<file path="config.mk">
export PLATFORM = sky130hd
export DESIGN_NAME = ibyte_gate_store
export DESIGN_NICKNAME = d
export VERILOG_FILES = /design/src/rtl/ibg_pkg.sv /design/src/rtl/ibg_len_usage.sv /design/src/rtl/ibg_flag_encoder.sv /design/src/rtl/ibg_lane_bank.sv /design/src/rtl/ibg_flag_store.sv /design/src/rtl/ibyte_gate_store.sv
export SDC_FILE = /design/constraint.sdc
export NUM_CORES = 1
export LEC_CHECK = 0
export BUFFER_PORTS_ARGS = -buffer_cell sky130_fd_sc_hd__buf_4
export CORE_MARGIN = 2
export CORE_UTILIZATION = 52
export CTS_CLUSTER_SIZE = 14
export DETAILED_ROUTE_END_ITERATION = 6
export GPL_TIMING_DRIVEN = 0
export PLACE_DENSITY = 0.73
export SLEW_MARGIN = 15
export SYNTH_ARGS = -nofsm -noshare
export SYNTH_HDL_FRONTEND = slang
export SYNTH_SLANG_ARGS = --single-unit
</file>
<file path="constraint.sdc">
create_clock -name clk -period 4.8 [get_ports clk]
set_input_delay 0.72 -clock clk [delete_from_list [all_inputs] [get_ports clk]]
set_output_delay 0.72 -clock clk [all_outputs]
set_load 0.005 [all_outputs]
</file>
<file path="src/rtl/ibg_pkg.sv">
package ibg_pkg;

    // The 8-8-8-8 split is fixed by behaviour: lanes 3..2 are zero-detected,
    // lanes 1..0 are usage-detected from the length class.
    localparam int unsigned LANES     = 4;
    localparam int unsigned UPPER_LO  = 2;
    localparam int unsigned CNT_W     = $clog2(LANES + 1);

    typedef enum logic [1:0] {
        LEN_SHORT  = 2'b00,
        LEN_MEDIUM = 2'b01,
        LEN_LONG   = 2'b10,
        LEN_LONG_X = 2'b11
    } len_class_e;

    typedef logic [LANES-1:0] lane_mask_t;

    function automatic logic [CNT_W-1:0] count_clear(input lane_mask_t m);
        logic [CNT_W-1:0] n;
        n = '0;
        for (int i = 0; i < int'(LANES); i++) begin
            if (!m[i]) n = n + 1'b1;
        end
        return n;
    endfunction

endpackage

</file>
<file path="src/rtl/ibg_len_usage.sv">
module ibg_len_usage
    import ibg_pkg::*;
(
    input  logic [1:0] len_class,
    output logic [1:0] low_use
);

    len_class_e cls;

    always_comb begin
        cls = len_class_e'(len_class);
        unique case (cls)
            LEN_SHORT:  low_use = 2'b00;
            LEN_MEDIUM: low_use = 2'b10;
            LEN_LONG:   low_use = 2'b11;
            LEN_LONG_X: low_use = 2'b11;
            default:    low_use = 2'b11;
        endcase
    end

endmodule

</file>
<file path="src/rtl/ibg_flag_encoder.sv">
module ibg_flag_encoder
    import ibg_pkg::*;
#(
    parameter int unsigned LANE_W = 8,
    localparam int unsigned WORD_W = LANES * LANE_W
) (
    input  logic [WORD_W-1:0] instr,
    input  logic [1:0]        len_class,
    output lane_mask_t        flags,
    output logic [CNT_W-1:0]  gated_cnt
);

    logic [1:0] low_use;

    ibg_len_usage u_len (
        .len_class (len_class),
        .low_use   (low_use)
    );

    for (genvar g = UPPER_LO; g < LANES; g++) begin : g_upper
        assign flags[g] = |instr[g*LANE_W +: LANE_W];
    end

    for (genvar g = 0; g < UPPER_LO; g++) begin : g_lower
        assign flags[g] = low_use[g];
    end

    assign gated_cnt = count_clear(flags);

endmodule

</file>
<file path="src/rtl/ibg_lane_bank.sv">
module ibg_lane_bank #(
    parameter int unsigned LANE_W = 8,
    parameter int unsigned DEPTH  = 16,
    localparam int unsigned ADDR_W = $clog2(DEPTH)
) (
    input  logic              clk,
    input  logic              rst_n,
    input  logic              wr_en,
    input  logic [ADDR_W-1:0] wr_addr,
    input  logic [LANE_W-1:0] wr_data,
    input  logic              rd_en,
    input  logic [ADDR_W-1:0] rd_addr,
    output logic [LANE_W-1:0] rd_data
);

    typedef struct packed {
        logic [DEPTH-1:0][LANE_W-1:0] mem;
        logic [LANE_W-1:0]            dout;
    } bank_st_t;

    bank_st_t st_d, st_q;

    always_comb begin
        st_d = st_q;
        // Read uses the contents present before this cycle's write.
        st_d.dout = rd_en ? st_q.mem[rd_addr] : '0;
        if (wr_en) begin
            st_d.mem[wr_addr] = wr_data;
        end
    end

    always_ff @(posedge clk) begin
        if (!rst_n) begin
            st_q <= '0;
        end else begin
            st_q <= st_d;
        end
    end

    assign rd_data = st_q.dout;

endmodule

</file>
<file path="src/rtl/ibg_flag_store.sv">
module ibg_flag_store
    import ibg_pkg::*;
#(
    parameter int unsigned DEPTH = 16,
    localparam int unsigned ADDR_W = $clog2(DEPTH)
) (
    input  logic              clk,
    input  logic              rst_n,
    input  logic              wr_en,
    input  logic [ADDR_W-1:0] wr_addr,
    input  lane_mask_t        wr_flags,
    input  logic              rd_en,
    input  logic [ADDR_W-1:0] rd_addr,
    output lane_mask_t        lane_rd_en,
    output logic              rd_valid,
    output lane_mask_t        rd_flags,
    output logic [CNT_W-1:0]  rd_gated_cnt
);

    typedef struct packed {
        logic [DEPTH-1:0][LANES-1:0] mem;
        logic                        valid;
        lane_mask_t                  flags;
        logic [CNT_W-1:0]            cnt;
    } fstore_st_t;

    fstore_st_t st_d, st_q;
    lane_mask_t cur_flags;

    // Flags are looked up first; they gate the per-lane data reads.
    assign cur_flags  = st_q.mem[rd_addr];
    assign lane_rd_en = rd_en ? cur_flags : '0;

    always_comb begin
        st_d       = st_q;
        st_d.valid = rd_en;
        st_d.flags = rd_en ? cur_flags : '0;
        st_d.cnt   = rd_en ? count_clear(cur_flags) : '0;
        if (wr_en) begin
            st_d.mem[wr_addr] = wr_flags;
        end
    end

    always_ff @(posedge clk) begin
        if (!rst_n) begin
            st_q <= '0;
        end else begin
            st_q <= st_d;
        end
    end

    assign rd_valid     = st_q.valid;
    assign rd_flags     = st_q.flags;
    assign rd_gated_cnt = st_q.cnt;

endmodule

</file>
<file path="src/rtl/ibyte_gate_store.sv">
module ibyte_gate_store
    import ibg_pkg::*;
#(
    parameter int unsigned LANE_W = 8,
    parameter int unsigned DEPTH  = 16,
    localparam int unsigned ADDR_W = $clog2(DEPTH),
    localparam int unsigned WORD_W = LANES * LANE_W
) (
    input  logic              clk,
    input  logic              rst_n,
    input  logic              wr_en,
    input  logic [ADDR_W-1:0] wr_addr,
    input  logic [WORD_W-1:0] wr_instr,
    input  logic [1:0]        wr_len,
    output logic [LANES-1:0]  wr_flags,
    output logic [CNT_W-1:0]  wr_gated_cnt,
    input  logic              rd_en,
    input  logic [ADDR_W-1:0] rd_addr,
    output logic              rd_valid,
    output logic [WORD_W-1:0] rd_instr,
    output logic [LANES-1:0]  rd_flags,
    output logic [CNT_W-1:0]  rd_gated_cnt
);

    lane_mask_t enc_flags;
    lane_mask_t lane_rd_en;
    lane_mask_t lane_wr_en;

    ibg_flag_encoder #(.LANE_W(LANE_W)) u_enc (
        .instr     (wr_instr),
        .len_class (wr_len),
        .flags     (enc_flags),
        .gated_cnt (wr_gated_cnt)
    );

    assign wr_flags   = enc_flags;
    assign lane_wr_en = wr_en ? enc_flags : '0;

    ibg_flag_store #(.DEPTH(DEPTH)) u_fst (
        .clk          (clk),
        .rst_n        (rst_n),
        .wr_en        (wr_en),
        .wr_addr      (wr_addr),
        .wr_flags     (enc_flags),
        .rd_en        (rd_en),
        .rd_addr      (rd_addr),
        .lane_rd_en   (lane_rd_en),
        .rd_valid     (rd_valid),
        .rd_flags     (rd_flags),
        .rd_gated_cnt (rd_gated_cnt)
    );

    for (genvar g = 0; g < LANES; g++) begin : g_lane
        ibg_lane_bank #(.LANE_W(LANE_W), .DEPTH(DEPTH)) u_bank (
            .clk     (clk),
            .rst_n   (rst_n),
            .wr_en   (lane_wr_en[g]),
            .wr_addr (wr_addr),
            .wr_data (wr_instr[g*LANE_W +: LANE_W]),
            .rd_en   (lane_rd_en[g]),
            .rd_addr (rd_addr),
            .rd_data (rd_instr[g*LANE_W +: LANE_W])
        );
    end

endmodule

</file>
Yosys cells after proc, flatten, opt, wreduce, memory -nomap -nowiden
Index checks and enable logic that the tools add are counted.
- register bits after elaboration: 616
- bits in latches: 0
- bits in writable memories: 0
- bits in read-only memories: 0
- input bits: 46
- memories kept: 0
- add/sub/neg operators: 6
- $mul: 0
- divide/modulo/power cells: 0
- order comparisons: 3
- equality and inequality tests: 3
- shift-type cells: 0
- muxes and demuxes: 30
- bitwise logic cells: 0
- reductions and logical operators: 10
- operators by type and width (cell ; count):
    128-bit bitwise mux ; 4
    8-bit binary-select mux with 4-bit select ; 4
    64-bit bitwise mux ; 1
    8-bit two-way mux ; 5
    8-bit demux with 4-bit select ; 1
    3-bit two-way mux ; 6
    4-bit binary-select mux with 4-bit select ; 1
    4-bit demux with 4-bit select ; 1
    4-bit two-way mux ; 4
    8-bit OR reduction ; 2
    3-bit by 1-bit adder with 3-bit output (second input constant) ; 4
    4-bit by 5-bit < comparator with 1-bit output (second input constant) ; 2
    2-bit AND reduction ; 5
    2-bit case mux with 3 select lines ; 1
    1-bit by 1-bit adder with 2-bit output (second input constant) ; 2
    2-bit == test (second input constant) ; 2
    4-bit by 1-bit >= comparator with 1-bit output (second input constant) ; 1
    2-bit by 1-bit == test with 1-bit output (second input constant) ; 1
    2-bit zero test ; 1
    1-bit two-way mux ; 2
    2-bit OR reduction ; 1
    1-bit logical AND ; 1

Depth between registers and ports, before layout
Gate-level depths: netlist (run 1).
- depth in word-level cells: 10
- depth in mapped cells: 15
- mapped depth without buffers: 12

Cells and area by module
A second synthesis (run 1) with hierarchy kept.
- cell total of the unflattened synthesis: 2844
- area total of the unflattened synthesis: 28977.8 um^2
- by module, submodules not included (module ; times used ; cells an instance ; area an instance (um^2) ; sequential area each (um^2)):
    ibg_lane_bank ; 4 ; 620 ; 6309.8 ; 2722.6
    ibg_flag_store ; 1 ; 335 ; 3528.4 ; 1441.4
    ibg_flag_encoder ; 1 ; 23 ; 175.2 ; 0.0
    ibyte_gate_store ; 1 ; 4 ; 25.0 ; 0.0
    ibg_len_usage ; 1 ; 2 ; 10.0 ; 0.0

Worst setup path after synthesis (run 1)
OpenSTA, ideal clock, no wires.
- path kind: input to register
- start: input rd_addr[2]
- end: register u_fst.st_q, in the netlist u_fst.rd_gated_cnt[1]
- setup time: 122 ps
- data arrival time: 3424 ps
- setup slack: 1255 ps
- cell stages on the path: 15
- buffers on the path: 3
- cells stage by stage: buf_2 -> buf_4 -> mux4_2 -> mux4_2 -> buf_2 -> inv_2 -> ha_1 -> inv_1 -> mux2i_1 -> mux4_2 -> and2_1 -> or2_1 -> ha_1 -> nand2b_1 -> o311a_1
- longest elaborated chain between the ends: 9
- RTL lines (item ; line ; text):
    start: declaration ; ibyte_gate_store.sv:18 ; input logic [ADDR_W-1:0] rd_addr,
    4-bit binary-select mux with 4-bit select (*) ; ibg_flag_store.sv:31 ; assign cur_flags = st_q.mem[rd_addr];
    4-bit two-way mux (not written as such) (*) ; ibg_flag_store.sv:31 ;
    1-bit two-way mux ; ibg_pkg.sv:22 ; if (!m[i]) n = n + 1'b1;
    1-bit by 1-bit adder with 2-bit output ; ibg_pkg.sv:22 ;
    3-bit two-way mux ; ibg_pkg.sv:22 ;
    3-bit by 1-bit adder with 3-bit output ; ibg_pkg.sv:22 ;
    3-bit two-way mux ; ibg_pkg.sv:22 ;
    3-bit by 1-bit adder with 3-bit output ; ibg_pkg.sv:22 ;
    3-bit two-way mux (*) ; ibg_pkg.sv:22 ;
    end signal: assignment ; ibg_flag_store.sv:48 ; st_q <= st_d;
    end: declaration ; ibg_flag_store.sv:27 ; fstore_st_t st_d, st_q;
Mark *: on every way between the ends. The rest lies on a longest branch, timed or not. The select of a mux whose other input is x is not followed.
A chain may end at the register's enable or synchronous reset.

Final worst setup path (run 1)
- start: input wr_instr[19]
- end: output wr_gated_cnt[1]
- longest elaborated chain between the ends: 4
- RTL lines (item ; line ; text):
    start: declaration ; ibyte_gate_store.sv:13 ; input logic [WORD_W-1:0] wr_instr,
    8-bit OR reduction (*) ; ibg_flag_encoder.sv:21 ; assign flags[g] = |instr[g*LANE_W +: LANE_W];
    3-bit two-way mux (*) ; ibg_pkg.sv:22 ;
    3-bit by 1-bit adder with 3-bit output ; ibg_pkg.sv:22 ;
    3-bit two-way mux (*) ; ibg_pkg.sv:22 ;
    end: declaration ; ibyte_gate_store.sv:16 ; output logic [CNT_W-1:0] wr_gated_cnt,
Mark *: on every way between the ends. The rest lies on a longest branch, timed or not.

==> implementation parameters, run 1 <==
Parameter                              Value

Die
  Full die area ... 55300 um2
  Effective utilization at floorplan ... 52.8%
  Top Ports ... 93
  Die Y ... about 240 um
  Core Box Area ... 52700 um2
  Std cell rows ... 84
  Width of the die ... between 200 and 250 um

STA
  FMAX ... 245 MHz
  Setup violation total in the final timing report ... 0
  Largest clock skew in the final design ... 0.0226 ns
  Post-route setup TNS ... 0 ns
  Final worst path period share ... 84.9%
  Count of pins over their slew limit ... 0
  Setup repair after global routing missed its margin ... false
  Minimum hold slack ... 0.455 ns
  Number of hold violations in the final report ... 0
  Normalized max-slew margin ... 15.9%
  Clock period minus final worst setup slack ... roughly 4.1 ns
  Least-Margin Pin Slew ... 1.26 ns

Logic synthesis
  Synthesized net count ... 2769
  Proportion of register bits with asynchronous set or reset after synthesis ... 0%
  Count of flip-flops with a built-in enable after synthesis ... 0
  Number of distinct library cells after synthesis ... 42
  Proportion of synthesized chip area in sequential cells ... 44.4%
  Netlist Area Pre-Place ... approximately 28000 um2
  Syn Area/Cell ... just over 10 um2
  Most frequently used flop master after synthesis ... dfxtp_1
  Number of warnings reported in the yosys synthesis log ... 0
  Gate count after technology mapping ... 2719
  Count of state elements after synthesis ... 616

Power
  Max IR drop VDD ... 262 uV
  Ratio of total power to cell area ... 353 nW/um2
  Pleak ... 0.0112 uW

Detailed routing
  Total wirelength of the detailed-routed design ... just under 90000 um
  DRC violations left ... 0
  DR vias ... between 20000 and 25000
  Number of nets with antenna violations after routing ... 0
  First-pass iteration count of the detailed router ... 6
  Routed length per placed instance ... 24.5 um
  Vias/cell ... 6.19
  DRC marker count from the first detailed-route iteration ... 2547

Setup path
  Setup CP Type ... input port to output port
  Kind of end point of the critical path ... output port
  Critical Path Source Type ... input port
  Critical path peak fanout ... 9
  Worst-path cell chain ... clkbuf_1 -> nor4_1 -> and2_1 -> buf_2 -> inv_2 -> xnor2_1 -> ha_1 -> mux2_2 -> buf_4
  Req. time, crit path ... 4.08 ns
  Cell with the biggest individual delay on the critical path ... xnor2_1
  Slowest Stage Delay on Critical Path ... just over 0.6 ns
  Register-to-register setup slack ... 1.56 ns
  Critical path arrival ... 3.36 ns

Clock network
  Clock transition time at the flip-flop clock pins of the worst setup and hold paths ... 0.06 ns
  Worst-Skew Late Latency ... 0.62 ns
  Post-CTS setup buffer count ... 0
  Cts hold-fix bufs ... 0
  CTS H-Tree Depth ... 3
  CTS tree ... built
  # resized after CTS ... 0
  Clock Path Buffers ... 3
  Cell chosen for the clock root ... clkbuf_16
  TritonCTS Buffers ... 66
  TritonCTS sink count ... 616

Cells and area
  Growth of design area from synthesis to finish ... 12.3%
  Fraction of final layout cells with drive strength greater than 1 ... between 10% and 20%
  Nets@finish ... 2893
  Post-layout instance count excluding filler cells ... 3582
  Number of fill cells ... roughly 4300

Global route
  First-pass GRT wire length ... between 100000 and 150000 um
  Largest net degree at the start of global routing ... 14
  Via count of the first global-routing pass ... about 22000
  Number of antenna violations at the first check in global routing ... 4
  Grt ovf ... 0
  Global routing usage summed across all routing layers ... 31.0%

Run status
  Status ... completed

Place
  Total placed cells including tap cells ... 3463
  Estimated wirelength of the detail-placed design ... 63000 um
  Number of input and output port buffers inserted ... 56
  Final estimated routing congestion in global placement ... 0.946

Min path
  Worst hold path class ... register to register

Job
  Max-capacitance violation count ... 0
[cell families (layout without fill, tap and decap cells)]
| logic type | count (synthesis) | after routing | synth area share, % |
|---|---|---|---|
| buffers and inverters | 294 | 465 | 5.00 |
| flip-flops | 616 | 616 | 44.4 |
| adder cells (fa/ha/maj) | 4 | 4 | 0.180 |
| XOR/XNOR | 3 | 3 | 0.122 |
| AO/OA/AOI/OAI | 486 | 486 | 12.1 |
| multiplexers | 382 | 382 | 21.9 |
| other | 0 | 4 | 0 |
| AND/OR/NAND/NOR | 934 | 934 | 16.4 |
[registers in the layout (all words and copies together) (netlist names)]
register               cells
u_fst.st_q                64
u_fst.rd_valid             1
g_lane.u_bank.st_q       512
u_fst.rd_flags             4
g_lane.u_bank.rd_data     32
u_fst.rd_gated_cnt         3
[critical path: cells and delay by family]
| family | cells | cell delay, ns |
|---|---|---|
| buffers and inverters | 4 | 0.81 |
| adders and majority gates | 1 | 0.35 |
| muxes | 1 | 0.26 |
| xor gates and xnor gates | 1 | 0.61 |
| and+or+nand+nor | 2 | 0.60 |
[area by class of cell]
type	instances	area (um2)	area share (%)
repair buffers	56	420	1.35
multi-input cells	1809	14100	45.1
well taps	688	861	2.76
flip-flops and latches	616	12300	39.5
clock buffers	100	2010	6.44
clock inverters	15	115	0.369
inverters	10	37.5	0.120
diodes	4	10.0	0.0321
plain buffers	284	1350	4.33
[layer usage]
metal,global-route usage [%],vias up,share of wire (%)
li1,-,9743,-
met1,39.7,10962,39
met2,49.9,1187,46
met3,6.79,282,9.8
met4,15.4,2,5.0
met5,0,-,0.015
[report_power, final]
part,switching [uW],internal [uW]
logic,492,278
registers,30.1,5170
clock network,2140,2900
total,2660,8350
[path summary, 6_finish.rpt]
path	from	to	depth (start not counted)
setup / recovery	wr_instr[19]	wr_gated_cnt[1]	9
hold / removal	g_lane[0].u_bank.st_q[42]	g_lane[0].u_bank.st_q[42]	2
setup reg to reg	u_fst.st_q[52]	u_fst.rd_gated_cnt[2]	13
hold reg to reg	g_lane[0].u_bank.st_q[42]	g_lane[0].u_bank.st_q[42]	2
[Yosys cell counts, types with 3 or more instances]
library cell	instances	area, um2
buf_6	12	135
nand2_1	411	1540
nand3_1	173	866
buf_1	18	67.6
nor2_1	25	93.8
a21oi_1	25	125
mux4_2	178	4010
a21boi_0	113	848
a22oi_1	35	263
o21ai_0	83	415
clkbuf_1	185	694
dfxtp_1	616	12300
mux2i_1	200	2000
inv_2	4	15.0
nor2_2	14	87.6
nand2b_1	3	18.8
o21ai_1	10	50.1
inv_1	6	22.5
nor4_1	4	25.0
nand2_2	6	37.5
a21boi_1	216	1620
and3_1	26	163
buf_4	44	330
nor2b_1	258	1610
buf_2	25	125
ha_1	4	50.1
[metrics by stage]
stage	setup WS, ns	instance area (um2)	utilization (%)	total power (uW)
after global placement	0.579	29100	55.2	6040
after CTS	0.803	31200	59.3	11000
after detailed placement	0.541	29100	55.2	6060
final	0.723	31200	59.3	11000
after floorplan	1.25	27800	-	5800
after global routing	0.640	31200	59.3	11200
[layout by cell type, fill, tap and decap left out, types with 3 or more instances in the layout]
master       n
a22oi_1     35
nand2b_1     3
and3_1      26
inv_2        4
o21ai_1     10
diode_2      4
inv_1        6
clkbuf_16   67
nand2_1    411
nor2_2      14
nor3_2       4
nand2_2      6
nor2_1      25
dfxtp_1    616
a21boi_0   113
inv_6        4
ha_1         4
buf_1       18
a21oi_1     25
clkbuf_8    21
mux2i_1    200
nor4_1       4
nor2b_1    258
a21boi_1   216
o21ai_0     83
buf_4      100
nand3_1    173
buf_6       12
buf_2       25
clkinv_2     8
mux4_2     178
clkbuf_1   197
Power figures use the tool's default switching activity.
==> run 2: changes to the inputs <==
- ABC_AREA: unset -> 1
- PLACE_DENSITY: 0.73 -> 0.75
- clock period: 4.8 -> 3.4 ns (I/O delays scaled with it)
==> run 2 against run 1 <==
Effect of this change: sequential power up 43%; total power up 48%; worst hold slack worse by 0.23 ns; die area down 5.1%; clock power grew 45%; register-to-register slack worse by 0.51 ns; critical path type unchanged; global-route usage rose by 8.6 points; largest cell class is now flip-flops and latches; highest routed layer unchanged; clock skew rose by 0.0024 ns.
==> implementation parameters, run 2 <==
Parameter                              Value

Cells and area
  Most common library cell in the layout ignoring fill and taps ... nor2_1
  Nets@finish ... 3973 (+37%)
  Fraction of final layout cells with drive strength greater than 1 ... 7.51% (-8.1 points)
  Growth of design area from synthesis to finish ... 13.3%
  Flip-flop and latch area ... 12300 um2 (unchanged)
  Area of the multi-input gates ... 11900 um2 (-15%)
  Number of fill cells ... 4760 (+9.8%)
  Post-layout instance count excluding filler cells ... 4646 (+30%)
  Max FFs per register ... 512 (unchanged)
  Leading cell types in the layout, fill and taps excluded ... 940 x nor2_1, 725 x o21ai_0, 616 x dfxtp_1
  Largest register by flop count ... g_lane.u_bank.st_q

Global route
  Global routing usage summed across all routing layers ... 39.6% (+8.6 points)
  Grt ovf ... 0 (unchanged)
  Number of antenna violations at the first check in global routing ... 6 (+2)
  Largest net degree at the start of global routing ... 14 (unchanged)
  Via count of the first global-routing pass ... 25807 (+17%)
  First-pass GRT wire length ... 158000 um (+20%)

Logic synthesis
  Number of warnings reported in the yosys synthesis log ... 0 (unchanged)
  Most frequent cells after synthesis ... 940 x nor2_1, 725 x o21ai_0, 616 x dfxtp_1
  Number of distinct library cells after synthesis ... 22 (-48%)
  XOR/XNOR share of the synthesized area ... 0.0665% (-0.055 points)
  Gate count after technology mapping ... 3787 (+39%)
  Most frequently used flop master after synthesis ... dfxtp_1
  Combinational family with the most area after synthesis ... compound AO/OA/AOI/OAI gates
  Syn Area/Cell ... 6.96 um2 (-32%)
  Share of the synthesized area in the top cell type ... 46.8% (+2.4 points)
  Netlist Area Pre-Place ... 26300 um2 (-5.2%)
  Count of state elements after synthesis ... 616 (unchanged)
  Portion of netlist area occupied by mux cells ... 0% (-22 points)
  Simple-gate share of the synthesized area ... 22.1% (+5.7 points)
  Synthesized net count ... 3837 (+39%)
  Complex-gate fraction of the synthesized area ... 23.0% (+11 points)
  Proportion of register bits with asynchronous set or reset after synthesis ... 0% (unchanged)
  Count of flip-flops with a built-in enable after synthesis ... 0 (unchanged)
  Top-count cell post-synth ... nor2_1
  Leading cell types by total area after synthesis ... dfxtp_1 47%, o21ai_0 14%, nor2_1 13%
  Adder and majority gate portion of the synthesized area ... 0.190% (+0.0099 points)
  Cell type with the highest aggregate area in the netlist ... dfxtp_1
  Proportion of synthesized chip area in sequential cells ... 46.8% (+2.4 points)

STA
  Count of pins over their slew limit ... 0 (unchanged)
  FMAX ... approximately 300 MHz
  Setup repair after global routing missed its margin ... false
  Worst setup slack after layout ... 0.120 ns (-0.603 ns)
  Number of hold violations in the final report ... 0 (unchanged)
  Post-route setup TNS ... 0 ns (unchanged)
  Normalized max-slew margin ... 17.8% (+1.9 points)
  Largest clock skew in the final design ... 0.0250 ns (+0.00239 ns)
  Minimum hold slack ... 0.225 ns (-0.230 ns)
  Clock period minus final worst setup slack ... 3.28 ns
  Final worst path period share ... slightly below 100%
  Least-Margin Pin Slew ... 1.23 ns (-0.0290 ns)
  Setup violation total in the final timing report ... 0 (unchanged)

Die
  Core Box Area ... 50100 um2 (-4.9%)
  Top Ports ... 93 (unchanged)
  Die Y ... 229 um (-2.6%)
  Effective utilization at floorplan ... 52.6% (-0.16 points)
  Std cell rows ... 82 (-2.4%)
  Width of the die ... 229 um (-2.6%)
  Full die area ... 52500 um2 (-5.1%)

Setup path
  Crit path from ... wr_instr[22]
  Setup CP Type ... input port to output port
  Slowest Stage Delay on Critical Path ... 0.66 ns (+0.05 ns)
  Number of gates on the worst path with buffers counted ... 8 (-1)
  Req. time, crit path ... 2.89 ns (-1.19 ns)
  Critical path arrival ... 2.77 ns (-0.59 ns)
  Endpoint of the worst setup timing path ... wr_gated_cnt[1]
  Crit-path leading delay family ... simple AND/OR/NAND/NOR gates
  Worst-path cell chain ... buf_1 -> nor2_1 -> nand4_1 -> o21ai_0 -> ha_1 -> nand2_1 -> nand2_1 -> buf_4
  Register-to-register setup slack ... 1.05 ns (-0.51 ns)
  Worst flop-to-flop path endpoint ... u_fst.rd_gated_cnt[2]
  Source of the worst register-to-register timing path ... u_fst.st_q[60]
  Cell with the biggest individual delay on the critical path ... o21ai_0
  Worst Reg2Reg Path Length in Cells ... 15 (+2)
  Kind of end point of the critical path ... output port
  Critical path peak fanout ... 8 (-1)
  Cell mode on critical path ... nand2_1
  WP buf/inv ... 2 (-2)
  Critical Path Source Type ... input port

Power
  Internal power ... 12000 uW (+44%)
  Max IR drop VDD ... 493 uV (+88%)
  Ratio of total power to cell area ... 547 nW/um2 (+55%)
  Portion of total power attributed to combinational logic ... 9.7% (+2.7 points)
  Switching power ... 4290 uW (+61%)
  Share of total power in sequential cells ... 45.4% (-1.9 points)
  Proportion of total power due to net switching ... 26.3% (+2.1 points)
  Pleak ... 0.0119 uW (+6.5%)
  Overall power of the completed layout ... 16300 uW (+48%)
  Clock group share of total power ... 44.9% (-0.9 points)

Clock network
  Cell chosen for the clock root ... clkbuf_16
  TritonCTS Buffers ... 66 (unchanged)
  Cts hold-fix bufs ... 0 (unchanged)
  CTS tree ... built
  Worst-Skew Late Latency ... 0.62 ns (about the same)
  Post-CTS setup buffer count ... 0 (unchanged)
  CTS H-Tree Depth ... 3 (unchanged)
  Clock Path Buffers ... 3 (unchanged)
  TritonCTS sink count ... 616 (unchanged)
  # resized after CTS ... 0 (unchanged)
  Clock transition time at the flip-flop clock pins of the worst setup and hold paths ... 0.06 ns (about the same)

Place
  Total placed cells including tap cells ... 4527 (+31%)
  Number of input and output port buffers inserted ... 68 (+21%)
  Worst slack after detailed placement ... -0.215 ns (-0.756 ns)
  Estimated wirelength of the detail-placed design ... 75600 um (+20%)
  Final estimated routing congestion in global placement ... 1.06 (+12%)

Run status
  Status ... completed

Detailed routing
  Total wirelength of the detailed-routed design ... 108000 um (+23%)
  Number of nets with antenna violations after routing ... 0 (unchanged)
  DRC marker count from the first detailed-route iteration ... 4484 (+76%)
  DR vias ... 28367 (+28%)
  Vias/cell ... 6.11 (-1.4%)
  First-pass iteration count of the detailed router ... 7 (+1)
  Routed length per placed instance ... 23.2 um (-5.2%)
  DRC violations left ... 0 (unchanged)

Min path
  Worst hold path class ... input port to register

Job
  Max-capacitance violation count ... 0 (unchanged)
run 2: worst min path at each step:
stage	cells after the start	slack (ns)	start	end
2_1_floorplan	2	0.42	g_lane[3].u_bank.st_q[23]	g_lane[3].u_bank.st_q[23]
3_3_place_gp	2	0.44	g_lane[3].u_bank.st_q[23]	g_lane[3].u_bank.st_q[23]
3_5_place_dp	2	0.44	g_lane[3].u_bank.st_q[23]	g_lane[3].u_bank.st_q[23]
4_1_cts	3	0.21	wr_instr[9]	g_lane[1].u_bank.st_q[25]
5_1_grt	3	0.21	wr_instr[9]	g_lane[1].u_bank.st_q[41]
6_report	3	0.23	wr_instr[10]	g_lane[1].u_bank.st_q[26]
run 2: area by class of cell:
class / instances / share of cell area [%]
clock inverter: 19 / 0.859
antenna: 6 / 0.0503
buffer: 304 / 4.38
tap: 672 / 2.82
clock buffer: 94 / 6.29
multi-input combinational: 2663 / 40.0
inverter: 204 / 2.57
timing repair buffer: 68 / 1.71
sequential: 616 / 41.3
run 2: kinds of logic (layout without fill, tap and decap cells):
kind of cell             count (synthesis)  in the layout
AND/OR/NAND/NOR                       1487           1487
AO/OA/AOI/OAI                         1170           1170
flip-flops                             616            616
buffers and inverters                  508            689
adder cells (fa/ha/maj)                  4              4
XOR/XNOR                                 2              2
other                                    0              6
run 2: layer usage:
metal | GRT usage [%] | part of all wire (%)
met1 | 48.3 | 37
met4 | 26.2 | 7.3
met3 | 14.7 | 14
met2 | 58.3 | 42
met5 | 0 | 0.095
run 2: worst register-to-register path, stage by stage, from the launching register on:
cell,delay [ns]
dfxtp_1,0.34
o21ai_0,0.13
o211ai_1,0.25
nand3_1,0.09
nand2_1,0.29
inv_1,0.08
ha_1,0.33
nand3_1,0.09
nand2_1,0.10
inv_1,0.06
ha_1,0.16
inv_1,0.05
nor2_1,0.11
nand2_1,0.06
nand2_1,0.05
nor2_1,0.04
run 2: power by group through the flow:
stage	registers (uW)	clock network (uW)	logic (uW)
final	7410	7330	1590
after global routing	7420	7570	1650
after CTS	7410	7280	1490
after detailed placement	7570	0	1490
after global placement	7570	0	1480
after floorplan	7550	0	857
run 2: stage by stage:
step | area, um2 | util [%]
global placement | 27700 | 55.3
finish | 29800 | 59.6
CTS | 29800 | 59.6
floorplan | 26300 | -
global route | 29800 | 59.6
detailed placement | 27700 | 55.3
